`src/rtl/dbg_tap_pkg.sv`:
```
package dbg_tap_pkg;

  typedef enum logic [3:0] {
    TAP_RESET   = 4'd0,
    TAP_IDLE    = 4'd1,
    TAP_SEL_DR  = 4'd2,
    TAP_CAP_DR  = 4'd3,
    TAP_SH_DR   = 4'd4,
    TAP_EX1_DR  = 4'd5,
    TAP_PAU_DR  = 4'd6,
    TAP_EX2_DR  = 4'd7,
    TAP_UPD_DR  = 4'd8,
    TAP_SEL_IR  = 4'd9,
    TAP_CAP_IR  = 4'd10,
    TAP_SH_IR   = 4'd11,
    TAP_EX1_IR  = 4'd12,
    TAP_PAU_IR  = 4'd13,
    TAP_EX2_IR  = 4'd14,
    TAP_UPD_IR  = 4'd15
  } tap_state_e;

  localparam int IR_W = 6;

  localparam logic [IR_W-1:0] OP_EXTEST  = 6'b000000;
  localparam logic [IR_W-1:0] OP_SAMPLE  = 6'b000001;
  localparam logic [IR_W-1:0] OP_IDCODE  = 6'b011111;
  localparam logic [IR_W-1:0] OP_BYPASS  = 6'b111111;
  localparam logic [1:0]      OP_DBG_HI  = 2'b10;
  localparam logic [IR_W-1:0] IR_CAPTURE = 6'b000001;

endpackage

```
`src/rtl/dbg_tap_fsm.sv`:
```
module dbg_tap_fsm
  import dbg_tap_pkg::*;
(
  input  logic       tck,
  input  logic       trst_n,
  input  logic       tms,
  output tap_state_e state
);

  tap_state_e nxt;

  always_comb begin
    unique case (state)
      TAP_RESET:  nxt = tms ? TAP_RESET  : TAP_IDLE;
      TAP_IDLE:   nxt = tms ? TAP_SEL_DR : TAP_IDLE;
      TAP_SEL_DR: nxt = tms ? TAP_SEL_IR : TAP_CAP_DR;
      TAP_CAP_DR: nxt = tms ? TAP_EX1_DR : TAP_SH_DR;
      TAP_SH_DR:  nxt = tms ? TAP_EX1_DR : TAP_SH_DR;
      TAP_EX1_DR: nxt = tms ? TAP_UPD_DR : TAP_PAU_DR;
      TAP_PAU_DR: nxt = tms ? TAP_EX2_DR : TAP_PAU_DR;
      TAP_EX2_DR: nxt = tms ? TAP_UPD_DR : TAP_SH_DR;
      TAP_UPD_DR: nxt = tms ? TAP_SEL_DR : TAP_IDLE;
      TAP_SEL_IR: nxt = tms ? TAP_RESET  : TAP_CAP_IR;
      TAP_CAP_IR: nxt = tms ? TAP_EX1_IR : TAP_SH_IR;
      TAP_SH_IR:  nxt = tms ? TAP_EX1_IR : TAP_SH_IR;
      TAP_EX1_IR: nxt = tms ? TAP_UPD_IR : TAP_PAU_IR;
      TAP_PAU_IR: nxt = tms ? TAP_EX2_IR : TAP_PAU_IR;
      TAP_EX2_IR: nxt = tms ? TAP_UPD_IR : TAP_SH_IR;
      TAP_UPD_IR: nxt = tms ? TAP_SEL_DR : TAP_IDLE;
      default:    nxt = TAP_RESET;
    endcase
  end

  always_ff @(posedge tck or negedge trst_n) begin
    if (!trst_n) state <= TAP_RESET;
    else         state <= nxt;
  end

  AST_FIVE_ONES_RESET: assert property (@(posedge tck) disable iff (!trst_n)
    (tms && $past(tms, 1) && $past(tms, 2) && $past(tms, 3) && $past(tms, 4))
      |=> (state == TAP_RESET));

  AST_RESET_EXIT: assert property (@(posedge tck) disable iff (!trst_n)
    (state == TAP_RESET && !tms) |=> (state == TAP_IDLE));

endmodule

```
`src/rtl/dbg_tap_ir.sv`:
```
module dbg_tap_ir
  import dbg_tap_pkg::*;
(
  input  logic            tck,
  input  logic            trst_n,
  input  logic            tdi,
  input  tap_state_e      state,
  output logic [IR_W-1:0] ir_q,
  output logic            ir_so
);

  logic [IR_W-1:0] ir_sr;

  always_ff @(posedge tck or negedge trst_n) begin
    if (!trst_n) begin
      ir_sr <= IR_CAPTURE;
    end else if (state == TAP_CAP_IR) begin
      ir_sr <= IR_CAPTURE;
    end else if (state == TAP_SH_IR) begin
      ir_sr <= {tdi, ir_sr[IR_W-1:1]};
    end
  end

  always_ff @(negedge tck or negedge trst_n) begin
    if (!trst_n)                   ir_q <= OP_IDCODE;
    else if (state == TAP_RESET)   ir_q <= OP_IDCODE;
    else if (state == TAP_UPD_IR)  ir_q <= ir_sr;
  end

  assign ir_so = ir_sr[0];

  AST_IR_CAPTURE_PATTERN: assert property (@(posedge tck) disable iff (!trst_n)
    (state == TAP_CAP_IR) |=> (ir_sr == IR_CAPTURE));

  AST_IR_HOLD: assert property (@(posedge tck) disable iff (!trst_n)
    (state != TAP_UPD_IR && state != TAP_RESET) |-> (ir_q == $past(ir_q)));

endmodule

```
`src/rtl/dbg_tap_dr.sv`:
```
module dbg_tap_dr
  import dbg_tap_pkg::*;
#(
  parameter int           DW      = 32,
  parameter logic [DW-1:0] ID_CODE = 32'h2B5A_C0DF
) (
  input  logic          tck,
  input  logic          trst_n,
  input  logic          tdi,
  input  tap_state_e    state,
  input  logic          sel_id,
  input  logic          sel_dbg,
  input  logic          sel_byp,
  input  logic [DW-1:0] dbg_rdata,
  output logic          byp_so,
  output logic          wide_so,
  output logic [DW-1:0] wide_q
);

  logic          byp_q;
  logic [DW-1:0] wide_sr;
  logic          wide_on;

  assign wide_on = sel_id | sel_dbg;

  always_ff @(posedge tck or negedge trst_n) begin
    if (!trst_n) begin
      byp_q <= 1'b0;
    end else if (state == TAP_CAP_DR) begin
      byp_q <= 1'b0;
    end else if (state == TAP_SH_DR) begin
      byp_q <= tdi;
    end
  end

  always_ff @(posedge tck or negedge trst_n) begin
    if (!trst_n) begin
      wide_sr <= '0;
    end else if (state == TAP_CAP_DR) begin
      if (sel_id)       wide_sr <= ID_CODE;
      else if (sel_dbg) wide_sr <= dbg_rdata;
    end else if (state == TAP_SH_DR && wide_on) begin
      wide_sr <= {tdi, wide_sr[DW-1:1]};
    end
  end

  assign byp_so  = byp_q;
  assign wide_so = wide_sr[0];
  assign wide_q  = wide_sr;

  AST_BYPASS_CAPTURES_ZERO: assert property (@(posedge tck) disable iff (!trst_n)
    (state == TAP_CAP_DR && sel_byp) |=> (byp_q == 1'b0));

  AST_ID_LOADED: assert property (@(posedge tck) disable iff (!trst_n)
    (state == TAP_CAP_DR && sel_id) |=> (wide_sr == ID_CODE));

  AST_DBG_SNAPSHOT: assert property (@(posedge tck) disable iff (!trst_n)
    (state == TAP_CAP_DR && sel_dbg) |=> (wide_sr == $past(dbg_rdata)));

  AST_WINDOW_STILL_IN_UPDATE: assert property (@(posedge tck) disable iff (!trst_n)
    (state == TAP_UPD_DR) |=> $stable(wide_sr));

endmodule

```
`src/rtl/dbg_tap_top.sv`:
```
module dbg_tap_top
  import dbg_tap_pkg::*;
#(
  parameter int            DW      = 32,
  parameter int            AW      = 4,
  parameter logic [DW-1:0] ID_CODE = 32'h2B5A_C0DF
) (
  input  logic          tck,
  input  logic          trst_n,
  input  logic          tms,
  input  logic          tdi,
  output logic          tdo,
  output logic          tdo_oe,
  output logic [AW-1:0] dbg_addr,
  output logic          dbg_rd_en,
  input  logic [DW-1:0] dbg_rdata,
  output logic          dbg_wr_en,
  output logic [DW-1:0] dbg_wdata,
  output logic          bs_select,
  output logic          bs_extest,
  output logic          bs_capture,
  output logic          bs_shift,
  output logic          bs_update,
  input  logic          bs_tdo
);

  tap_state_e      state;
  logic [IR_W-1:0] ir_q;
  logic            ir_so, byp_so, wide_so;
  logic            sel_id, sel_dbg, sel_byp, sel_ext, sel_smp, sel_bs;
  logic            tdo_d, oe_d;

  dbg_tap_fsm u_fsm (
    .tck    (tck),
    .trst_n (trst_n),
    .tms    (tms),
    .state  (state)
  );

  dbg_tap_ir u_ir (
    .tck    (tck),
    .trst_n (trst_n),
    .tdi    (tdi),
    .state  (state),
    .ir_q   (ir_q),
    .ir_so  (ir_so)
  );

  always_comb begin
    sel_ext = (ir_q == OP_EXTEST);
    sel_smp = (ir_q == OP_SAMPLE);
    sel_id  = (ir_q == OP_IDCODE);
    sel_dbg = (ir_q[IR_W-1:IR_W-2] == OP_DBG_HI);
    sel_bs  = sel_ext | sel_smp;
    sel_byp = !(sel_bs | sel_id | sel_dbg);
  end

  dbg_tap_dr #(.DW(DW), .ID_CODE(ID_CODE)) u_dr (
    .tck       (tck),
    .trst_n    (trst_n),
    .tdi       (tdi),
    .state     (state),
    .sel_id    (sel_id),
    .sel_dbg   (sel_dbg),
    .sel_byp   (sel_byp),
    .dbg_rdata (dbg_rdata),
    .byp_so    (byp_so),
    .wide_so   (wide_so),
    .wide_q    (dbg_wdata)
  );

  assign dbg_addr   = ir_q[AW-1:0];
  assign dbg_rd_en  = sel_dbg && (state == TAP_CAP_DR);
  assign dbg_wr_en  = sel_dbg && (state == TAP_UPD_DR);
  assign bs_select  = sel_bs;
  assign bs_extest  = sel_ext;
  assign bs_capture = sel_bs && (state == TAP_CAP_DR);
  assign bs_shift   = sel_bs && (state == TAP_SH_DR);
  assign bs_update  = sel_bs && (state == TAP_UPD_DR);

  always_comb begin
    oe_d  = 1'b0;
    tdo_d = 1'b0;
    if (state == TAP_SH_IR) begin
      oe_d  = 1'b1;
      tdo_d = ir_so;
    end else if (state == TAP_SH_DR) begin
      oe_d = 1'b1;
      if (sel_bs)                tdo_d = bs_tdo;
      else if (sel_id | sel_dbg) tdo_d = wide_so;
      else                       tdo_d = byp_so;
    end
  end

  always_ff @(negedge tck or negedge trst_n) begin
    if (!trst_n) begin
      tdo    <= 1'b0;
      tdo_oe <= 1'b0;
    end else begin
      tdo    <= tdo_d;
      tdo_oe <= oe_d;
    end
  end

  AST_STROBES_EXCLUSIVE: assert property (@(posedge tck) disable iff (!trst_n)
    $onehot0({dbg_rd_en, dbg_wr_en, bs_capture, bs_shift, bs_update}));

  AST_TDO_QUIET: assert property (@(posedge tck) disable iff (!trst_n)
    !tdo_oe |-> (tdo == 1'b0));

  AST_WRITE_ADDR_STEADY: assert property (@(posedge tck) disable iff (!trst_n)
    dbg_wr_en |-> $stable(dbg_addr));

endmodule

```
`config.mk`:
```
export PLATFORM = sky130hd
export DESIGN_NAME = dbg_tap_top
export DESIGN_NICKNAME = d
export VERILOG_FILES = /design/src/rtl/dbg_tap_pkg.sv /design/src/rtl/dbg_tap_fsm.sv /design/src/rtl/dbg_tap_ir.sv /design/src/rtl/dbg_tap_dr.sv /design/src/rtl/dbg_tap_top.sv
export SDC_FILE = /design/constraint.sdc
export NUM_CORES = 1
export LEC_CHECK = 0
export ABC_CLOCK_PERIOD_IN_PS = 4500
export BUFFER_PORTS_ARGS = -buffer_cell sky130_fd_sc_hd__buf_2
export CORE_AREA = 3 3 91 102
export CTS_BUF_LIST = sky130_fd_sc_hd__clkbuf_2
export CTS_CLUSTER_DIAMETER = 50
export CTS_CLUSTER_SIZE = 8
export DETAILED_ROUTE_END_ITERATION = 12
export DIE_AREA = 0 0 94 105
export SYNTH_ARGS = -nofsm -noshare
export SYNTH_HDL_FRONTEND = slang
export SYNTH_HIERARCHICAL = 1
export SYNTH_SLANG_ARGS = --single-unit
```
`constraint.sdc`:
```
create_clock -name tck -period 4.5 [get_ports tck]
set_input_delay 0.9 -clock tck [delete_from_list [all_inputs] [get_ports tck]]
set_output_delay 0.9 -clock tck [all_outputs]
set_load 0.005 [all_outputs]
```
==> flow_summary.ini, run 1 <==
[status]
outcome = complete, but fails checks
violations = setup timing

[finish]
n_antenna_cell = 0
area_growth_pct = 25.3
fin_nets = 422
final_core_util_pct = 44.6
final_layout_size_suffix_gt1_share_pct = 42.5

[placed_design]
dp_hpwl_um = 4710
post-place-ws_ns = 0.166
routabilityCongestion = 0.827
port_buffers = 81

[sta]
finClkSkew_ns = 0.106
final_max_slew_viol_count = 0
setup_ws_ns = -0.141
max_slew.worst_pin.slew_ns = 0.655
hold_viol = 0
finalSetupViolCount = 11
max-slew-margin-rel_pct = 56.3
rsz0062_at_grt = yes

[grt]
grt_pass1_wl_um = 11100
grt_max_degree = 33
grt-ovfl-total = 0
antenna_found_initial = 0
track_usage_pct = 13.8
grt_pass1_vias = 2326

[route]
finalWirelength_um = 7190
ant_nets = 0
viasPerCell = 4.95
drtPass1Iterations = 5
via_count = 2459
wire_per_inst_um = 14.5
drc = 0
first_iter_violations = 116

[power_and_ir_drop]
ir_drop_mv = 0.433
p_clk_share_pct = 7.4
power_frac_seq_pct = 32.6
switching_share_pct = 43.7
p_leak_nw = 1.71
p_total_w = 0.00286
comb_power_share_pct = 60.0
power_density_nw_per_um2 = 769
power_switching_w = 0.00125
p_int_w = 0.00161

[cts]
cts_hold_buf = 0
clk_pin_slew_worst_paths_ns = 0.29
clock-sinks = 51
cts_tree = done
clockBufferDepth = 2
insertion_delay_ns = 0.46
ctsHtreeMaxLevel = 2
cts-buffers-inserted = 5
cts-root-buf = clkbuf_2

[setup_path]
cp_max_fo = 2
cp_data_required_time_ns = 3.60
critPathKind = reg -> out
critPathLaunchType = flop
crit_path_end_kind = output pin
arrival_ns = 3.74

[floorplan]
ioPinCount = 82
initial_utilization_pct = 35.6
die_y_um = 105
die_area_um2 = 9870
std_cell_rows = 35
core_um2 = 8320
dieWidth_um = 94

[logic_synthesis]
syn_nets = 328
synth-warning-count = 6
synthCells = 291
syn-cell-area_um2 = 2960
syn_area_per_cell_um2 = 10.2

[min_path]
hold_class = in -> async

[flow_run]
drv_cap = 0
-- power groups by stage --
stage                       clock, W  sequential (W)  combinational [W]
final                       0.000211        0.000931            0.00171
after global routing        0.000240        0.000974            0.00189
after CTS                   0.000223        0.000925            0.00163
after detailed placement  0.00000829        0.000944            0.00158
after global placement    0.00000829        0.000938            0.00155
after floorplan           0.00000829        0.000914            0.00113
-- cell usage in the layout, fill, tap and decap left out, drive strengths merged, types with 7 or more instances in the layout --
| cell type | n |
|---|---|
| inv | 28 |
| clkbuf | 7 |
| mux2i | 41 |
| nor2 | 28 |
| nor2b | 15 |
| dfrtp | 42 |
| nand2 | 17 |
| buf | 98 |
| mux2 | 23 |
| o21ai | 16 |
-- state kept, by name, summed over array words and instances (netlist names) --
signal / flops
u_ir/ir_sr: 6
tdo: 1
u_dr/byp_so: 1
u_ir/ir_q: 6
u_fsm/state: 4
u_dr/wide_q: 32
tdo_oe: 1
-- area by class of cell --
class | count | area, µm²
repair buffers | 100 | 613
inverters | 23 | 86.3
fillers | 832 | 4610
well taps | 111 | 139
flip-flops and latches | 51 | 1280
clock inverters | 8 | 37.5
clock buffers | 5 | 25.0
multi-input cells | 199 | 1530
-- metrics by stage --
step / instance area, µm² / TNS (ns) / hold WS (ns) / instances
after floorplan: 2960 / 0 / 0.451 / 291
after CTS: 3600 / -0.675 / 0.415 / 493
final: 3710 / -0.780 / 0.438 / 497
after detailed placement: 3480 / 0 / 0.480 / 475
after global routing: 3710 / -2.66 / 0.406 / 497
after global placement: 3480 / 0 / 0.479 / 475
-- path summary, 6_finish.rpt --
check	start	endpoint	slack, ns	depth (start not counted)
setup reg to reg	u_ir/ir_q[1]	u_dr/wide_q[17]	-0.04	7
max in group asynchronous	trst_n	u_ir/ir_q[3]	1.36	1
hold / removal	trst_n	u_dr/byp_so	0.44	1
hold reg to reg	u_ir/ir_sr[0]	u_ir/ir_sr[0]	0.51	2
min in group tck	u_ir/ir_sr[0]	u_ir/ir_sr[0]	0.51	2
setup / recovery	u_ir/ir_q[2]	bs_capture	-0.14	4
-- repair_timing --
item	in CTS	in global routing
gates cloned	0	2
endpoints found under the setup margin	7	12
pin swaps	5	5
resized for setup	4	12
setup buffers	6	2
-- layer usage --
layer | routed length [µm] | vias to the layer above | GRT usage, %
met5 | 0 | - | 0
met3 | 487 | 4 | 2.38
li1 | - | 1190 | -
met1 | 3280 | 1182 | 19.2
met2 | 3370 | 83 | 21.9
met4 | 45 | 0 | 4.23
-- worst max-delay path: stages, from the launching register on --
cell and delay [ns]:
dfstp_2 0.39, nor3_4 0.18, nand2_2 0.10, nor4_2 0.21, buf_2 0.15
(Power assumes the default switching activity.)
==> run 2: changes to the inputs <==
SETUP_SLACK_MARGIN = 0.2   (was not set)
==> run 2 against run 1 <==
  * The run still ends with setup timing left
  * Count of clock-buffer cells in the layout rose by 1
  * Sequential cell count is the same
  * Register-to-register slack improved by 0.09 ns
  * Final cell count up 3.8%
  * Sequential power rose by 2%
  * Combinational power rose by 49%
  * Routed wire length grew 12%
  * Sequential share of layout area is 3.0 points lower
  * Largest power group unchanged
  * Clock skew rose by 0.010 ns
==> flow_summary.ini, run 2 (synthesis gave the netlist of run 1 again) <==
[status]
outcome = complete, but fails checks
violations = setup timing

[cts]
insertion_delay_ns = 0.47
cts-root-buf = clkbuf_2
clk_pin_slew_worst_paths_ns = 0.29
cts-buffers-inserted = 5
clockBufferDepth = 2
clock-sinks = 51
ctsHtreeMaxLevel = 2
cts_tree = done

[finish]
layout_common_cells = buf_2, dfrtp_1, mux2i_1, inv_1, nor2_1
nFillCells = 810
fin_nets = 441
final_common_cell = buf_2
n_antenna_cell = 0
area_growth_pct = 37.3
final_layout_size_suffix_gt1_share_pct = 44.7
largest_reg_flops = 32

[sta]
hold_viol = 0
hold_slack_ns = 0.396
finClkSkew_ns = 0.117
rsz0062_at_grt = yes
max-slew-margin-rel_pct = 41.1
tns_ns = -0.363
max_slew.worst_pin.slew_ns = 0.882
final_max_slew_viol_count = 0
setup_ws_ns = -0.118
finalSetupViolCount = 6

[grt]
grt_pass1_wl_um = 12200
grt-ovfl-total = 0
antenna_found_initial = 0
track_usage_pct = 15.2
grt_pass1_vias = 2476
grt_max_degree = 28

[min_path]
hold_class = in -> async

[power_and_ir_drop]
power_density_nw_per_um2 = 910
ir_drop_mv = 0.446
p_total_w = 0.00370
p_leak_nw = 1.94

[route]
finalWirelength_um = 8030
via_count = 2545
wire_per_inst_um = 15.6
drc = 0
viasPerCell = 4.93
first_iter_violations = 90
ant_nets = 0
drtPass1Iterations = 4

[flow_run]
drv_cap = 0

[setup_path]
crit_path_end_kind = output pin
arrival_ns = 3.72
critPathLaunchType = flop
cp_data_required_time_ns = 3.60
cp_max_fo = 5
critPathKind = reg -> out

[floorplan]
dieWidth_um = 94
die_area_um2 = 9870
initial_utilization_pct = 35.6
die_y_um = 105
ioPinCount = 82
std_cell_rows = 35
core_um2 = 8320

[placed_design]
post-place-ws_ns = 0.188
routabilityCongestion = 0.790
port_buffers = 81
dp_hpwl_um = 5020
run 2: final timing paths:
path	start	endpoint	slack, ns	cells after the start
min in group tck	u_ir/ir_sr[0]	u_ir/ir_sr[0]	0.51	2
worst min register to register	u_ir/ir_sr[0]	u_ir/ir_sr[0]	0.51	2
worst max-delay path	u_ir/ir_q[3]	bs_select	-0.12	5
worst max register to register	u_ir/ir_q[1]	u_dr/wide_q[22]	0.05	8
max in group asynchronous	trst_n	u_ir/ir_q[4]	1.41	1
worst min-delay path	trst_n	u_dr/wide_q[31]	0.40	1
run 2: timing repair:
item,in CTS,in global routing
endpoints found under the setup margin,21,43
resized for setup,16,38
setup buffers,12,9
pin swaps,6,4
gates cloned,3,2
hold buffers,0,0
run 2: power by group:
group | internal (W) | switching (W) | leakage (nW) | total, W
sequential | 0.000701 | 0.000247 | 0.616 | 0.000948
clock | 0.0000446 | 0.000166 | 0.0533 | 0.000211
combinational | 0.00146 | 0.00108 | 1.27 | 0.00254
run 2: worst max-delay path, stage by stage, from the launching register on:
cell	delay [ns]
dfstp_2	0.57
nor3_4	0.05
nand2_2	0.11
buf_4	0.12
inv_1	0.03
buf_2	0.11
run 2: stage by stage:
stage / util [%] / cell area [µm²] / instances
final: 48.9 / 4070 / 516
after global routing: 48.9 / 4070 / 516
after CTS: 45.7 / 3800 / 505
after detailed placement: 42.2 / 3510 / 478
after global placement: 42.2 / 3510 / 478
after floorplan: - / 2970 / 291
run 2: cell type report:
type / instances / area, µm² / share of cell area [%]
clock buffers: 6 / 30.0 / 0.738
clock inverters: 7 / 30.0 / 0.738
inverters: 23 / 86.3 / 2.12
multi-input cells: 199 / 1630 / 40.0
flip-flops and latches: 51 / 1280 / 31.5
well taps: 111 / 139 / 3.41
repair buffers: 119 / 872 / 21.4
run 2: layer usage:
| layer | part of all wire [%] | up-vias | track usage [%] |
|---|---|---|---|
| met5 | 0 | - | 0 |
| met3 | 5.5 | 9 | 3.02 |
| met4 | 0.92 | 0 | 3.10 |
| met1 | 46 | 1232 | 20.1 |
| met2 | 48 | 79 | 25.5 |
| li1 | - | 1225 | - |
==> run 3: changes to the inputs <==
ABC_CLOCK_PERIOD_IN_PS = 5000   (was 4500)
BUFFER_PORTS_ARGS = not set   (was -buffer_cell sky130_fd_sc_hd__buf_2)
DONT_BUFFER_PORTS = 1   (was not set)
clock period = 5 ns   (was 4.5 ns; I/O delays follow)
==> run 3 against run 2 <==
  * The run now ends clean
  * Clock skew shrank 0.0069 ns
  * Setup slack gained 0.21 ns
  * Critical path type unchanged
  * Core utilization shrank 9.1 points
==> flow_summary.ini, run 3 (synthesis gave the netlist of run 1 again) <==
[status]
outcome = finished clean

[route]
wire_per_inst_um = 16.2
ant_nets = 0
first_iter_violations = 52
via_count = 2149
viasPerCell = 5.24
drtPass1Iterations = 4
drc = 0
finalWirelength_um = 6640

[finish]
final_core_util_pct = 39.8
fin_nets = 335
n_antenna_cell = 0
seqCellArea_um2 = 1280
final_layout_size_suffix_gt1_share_pct = 25.8
final_common_cell = dfrtp_1
area_growth_pct = 11.7
layout_common_cells = dfrtp_1, mux2i_1, inv_1, nor2_1, mux2_2
multi_input_comb_area_um2 = 1560
largest_reg_flops = 32
nFillCells = 843
final_cells = 410

[setup_path]
cp_data_required_time_ns = 4.00
crit_path_end_kind = output pin
critPathLaunchType = flop
critPathKind = reg -> out
startpoint = u_ir/ir_q[1]
r2r_cells = 6
rr_endpoint = u_dr/wide_q[22]
cp_max_fo = 5
r2r_start = u_ir/ir_q[1]
rrSetupSlack_ns = 0.34
crit_path_end = bs_update
arrival_ns = 3.90

[grt]
grt_pass1_vias = 2053
grt-ovfl-total = 0
grt_pass1_wl_um = 10500
track_usage_pct = 13.2
antenna_found_initial = 0
grt_max_degree = 52

[placed_design]
dp.cells = 392
port_buffers = 0
routabilityCongestion = 0.863
dp_hpwl_um = 4500

[flow_run]
drv_cap = 0

[sta]
rsz0062_at_grt = yes
finalSetupViolCount = 0
final_max_slew_viol_count = 0
max-slew-margin-rel_pct = 59.6
max_slew.worst_pin.slew_ns = 0.606
finClkSkew_ns = 0.110
hold_viol = 0

[cts]
cts_tree = done
clockBufferDepth = 2
ctsHtreeMaxLevel = 2
clock-sinks = 51
insertion_delay_ns = 0.46
clk_pin_slew_worst_paths_ns = 0.26
cts-buffers-inserted = 5
cts-root-buf = clkbuf_2

[power_and_ir_drop]
ir_drop_mv = 0.427
p_total_w = 0.00246
power_density_nw_per_um2 = 743
p_leak_nw = 1.37

[floorplan]
dieWidth_um = 94
die_y_um = 105
ioPinCount = 82
initial_utilization_pct = 35.6
std_cell_rows = 35
core_um2 = 8320
die_area_um2 = 9870

[min_path]
hold_class = in -> async
[run 3: cell count changes in the layout (fill, tap and decap cells not counted), moves of 3 or more]
| cell | delta |
|---|---|
| buf_16 | -3 |
| mux2_2 | +23 |
| buf_6 | -13 |
| nor2_4 | +4 |
| buf_2 | -79 |
| mux2_4 | -23 |
| buf_4 | -8 |
[run 3: layout make-up]
type                    instances  area share (%)
clock buffers                   5           0.756
clock inverters                 8            2.91
inverters                      23            2.61
multi-input cells             199            47.2
flip-flops and latches         51            38.8
well taps                     111            4.20
repair buffers                 13            3.55
[run 3: worst min-delay path by stage]
stage,start,endpoint,slack [ns],cells after the start
after global routing,trst_n,u_dr/wide_q[17],0.11,0
after floorplan,u_ir/ir_sr[0],u_ir/ir_sr[0],0.45,2
after global placement,u_ir/ir_sr[0],u_ir/ir_sr[0],0.48,2
after detailed placement,u_ir/ir_sr[0],u_ir/ir_sr[0],0.49,2
after CTS,trst_n,u_dr/wide_q[1],0.17,0
final,trst_n,u_dr/wide_q[10],0.22,0
[run 3: metal layers]
metal  routed length, µm  track usage (%)
met1                2880             16.6
met4                  57             2.79
met3                 597             4.39
met5                   0                0
met2                3100             22.1
[run 3: power by group]
part | internal, W | switching (W)
Combinational | 0.000596 | 0.000661
Sequential | 0.000632 | 0.000264
Clock | 0.000164 | 0.000143
Total | 0.00139 | 0.00107
[run 3: critical path, cell delays in order, from the launching register on]
cell and delay [ns]:
dfstp_2 0.60, nor3_4 0.05, nand2_2 0.12, buf_6 0.14
nor2_4 0.03
[run 3: what timing repair did]
item / 4_1_cts / 5_1_grt
pin swaps: 2 / 6
resized for setup: 9 / 10
buffers inserted: 5 / 1
endpoints found under the setup margin: 7 / 7
hold buffers: 0 / 0
gates cloned: 0 / 0
[run 3: stage by stage]
| stage | TNS [ns] | instance area (µm²) | worst slack (ns) | hold slack, ns |
|---|---|---|---|---|
| 6_report | 0 | 3310 | 0.0959 | 0.220 |
| 5_1_grt | -0.142 | 3310 | -0.0511 | 0.111 |
| 4_1_cts | 0 | 3260 | 0.0296 | 0.172 |
| 3_5_place_dp | 0 | 3060 | 0.331 | 0.485 |
| 3_3_place_gp | 0 | 3060 | 0.354 | 0.478 |
| 2_1_floorplan | 0 | 2960 | 0.261 | 0.451 |
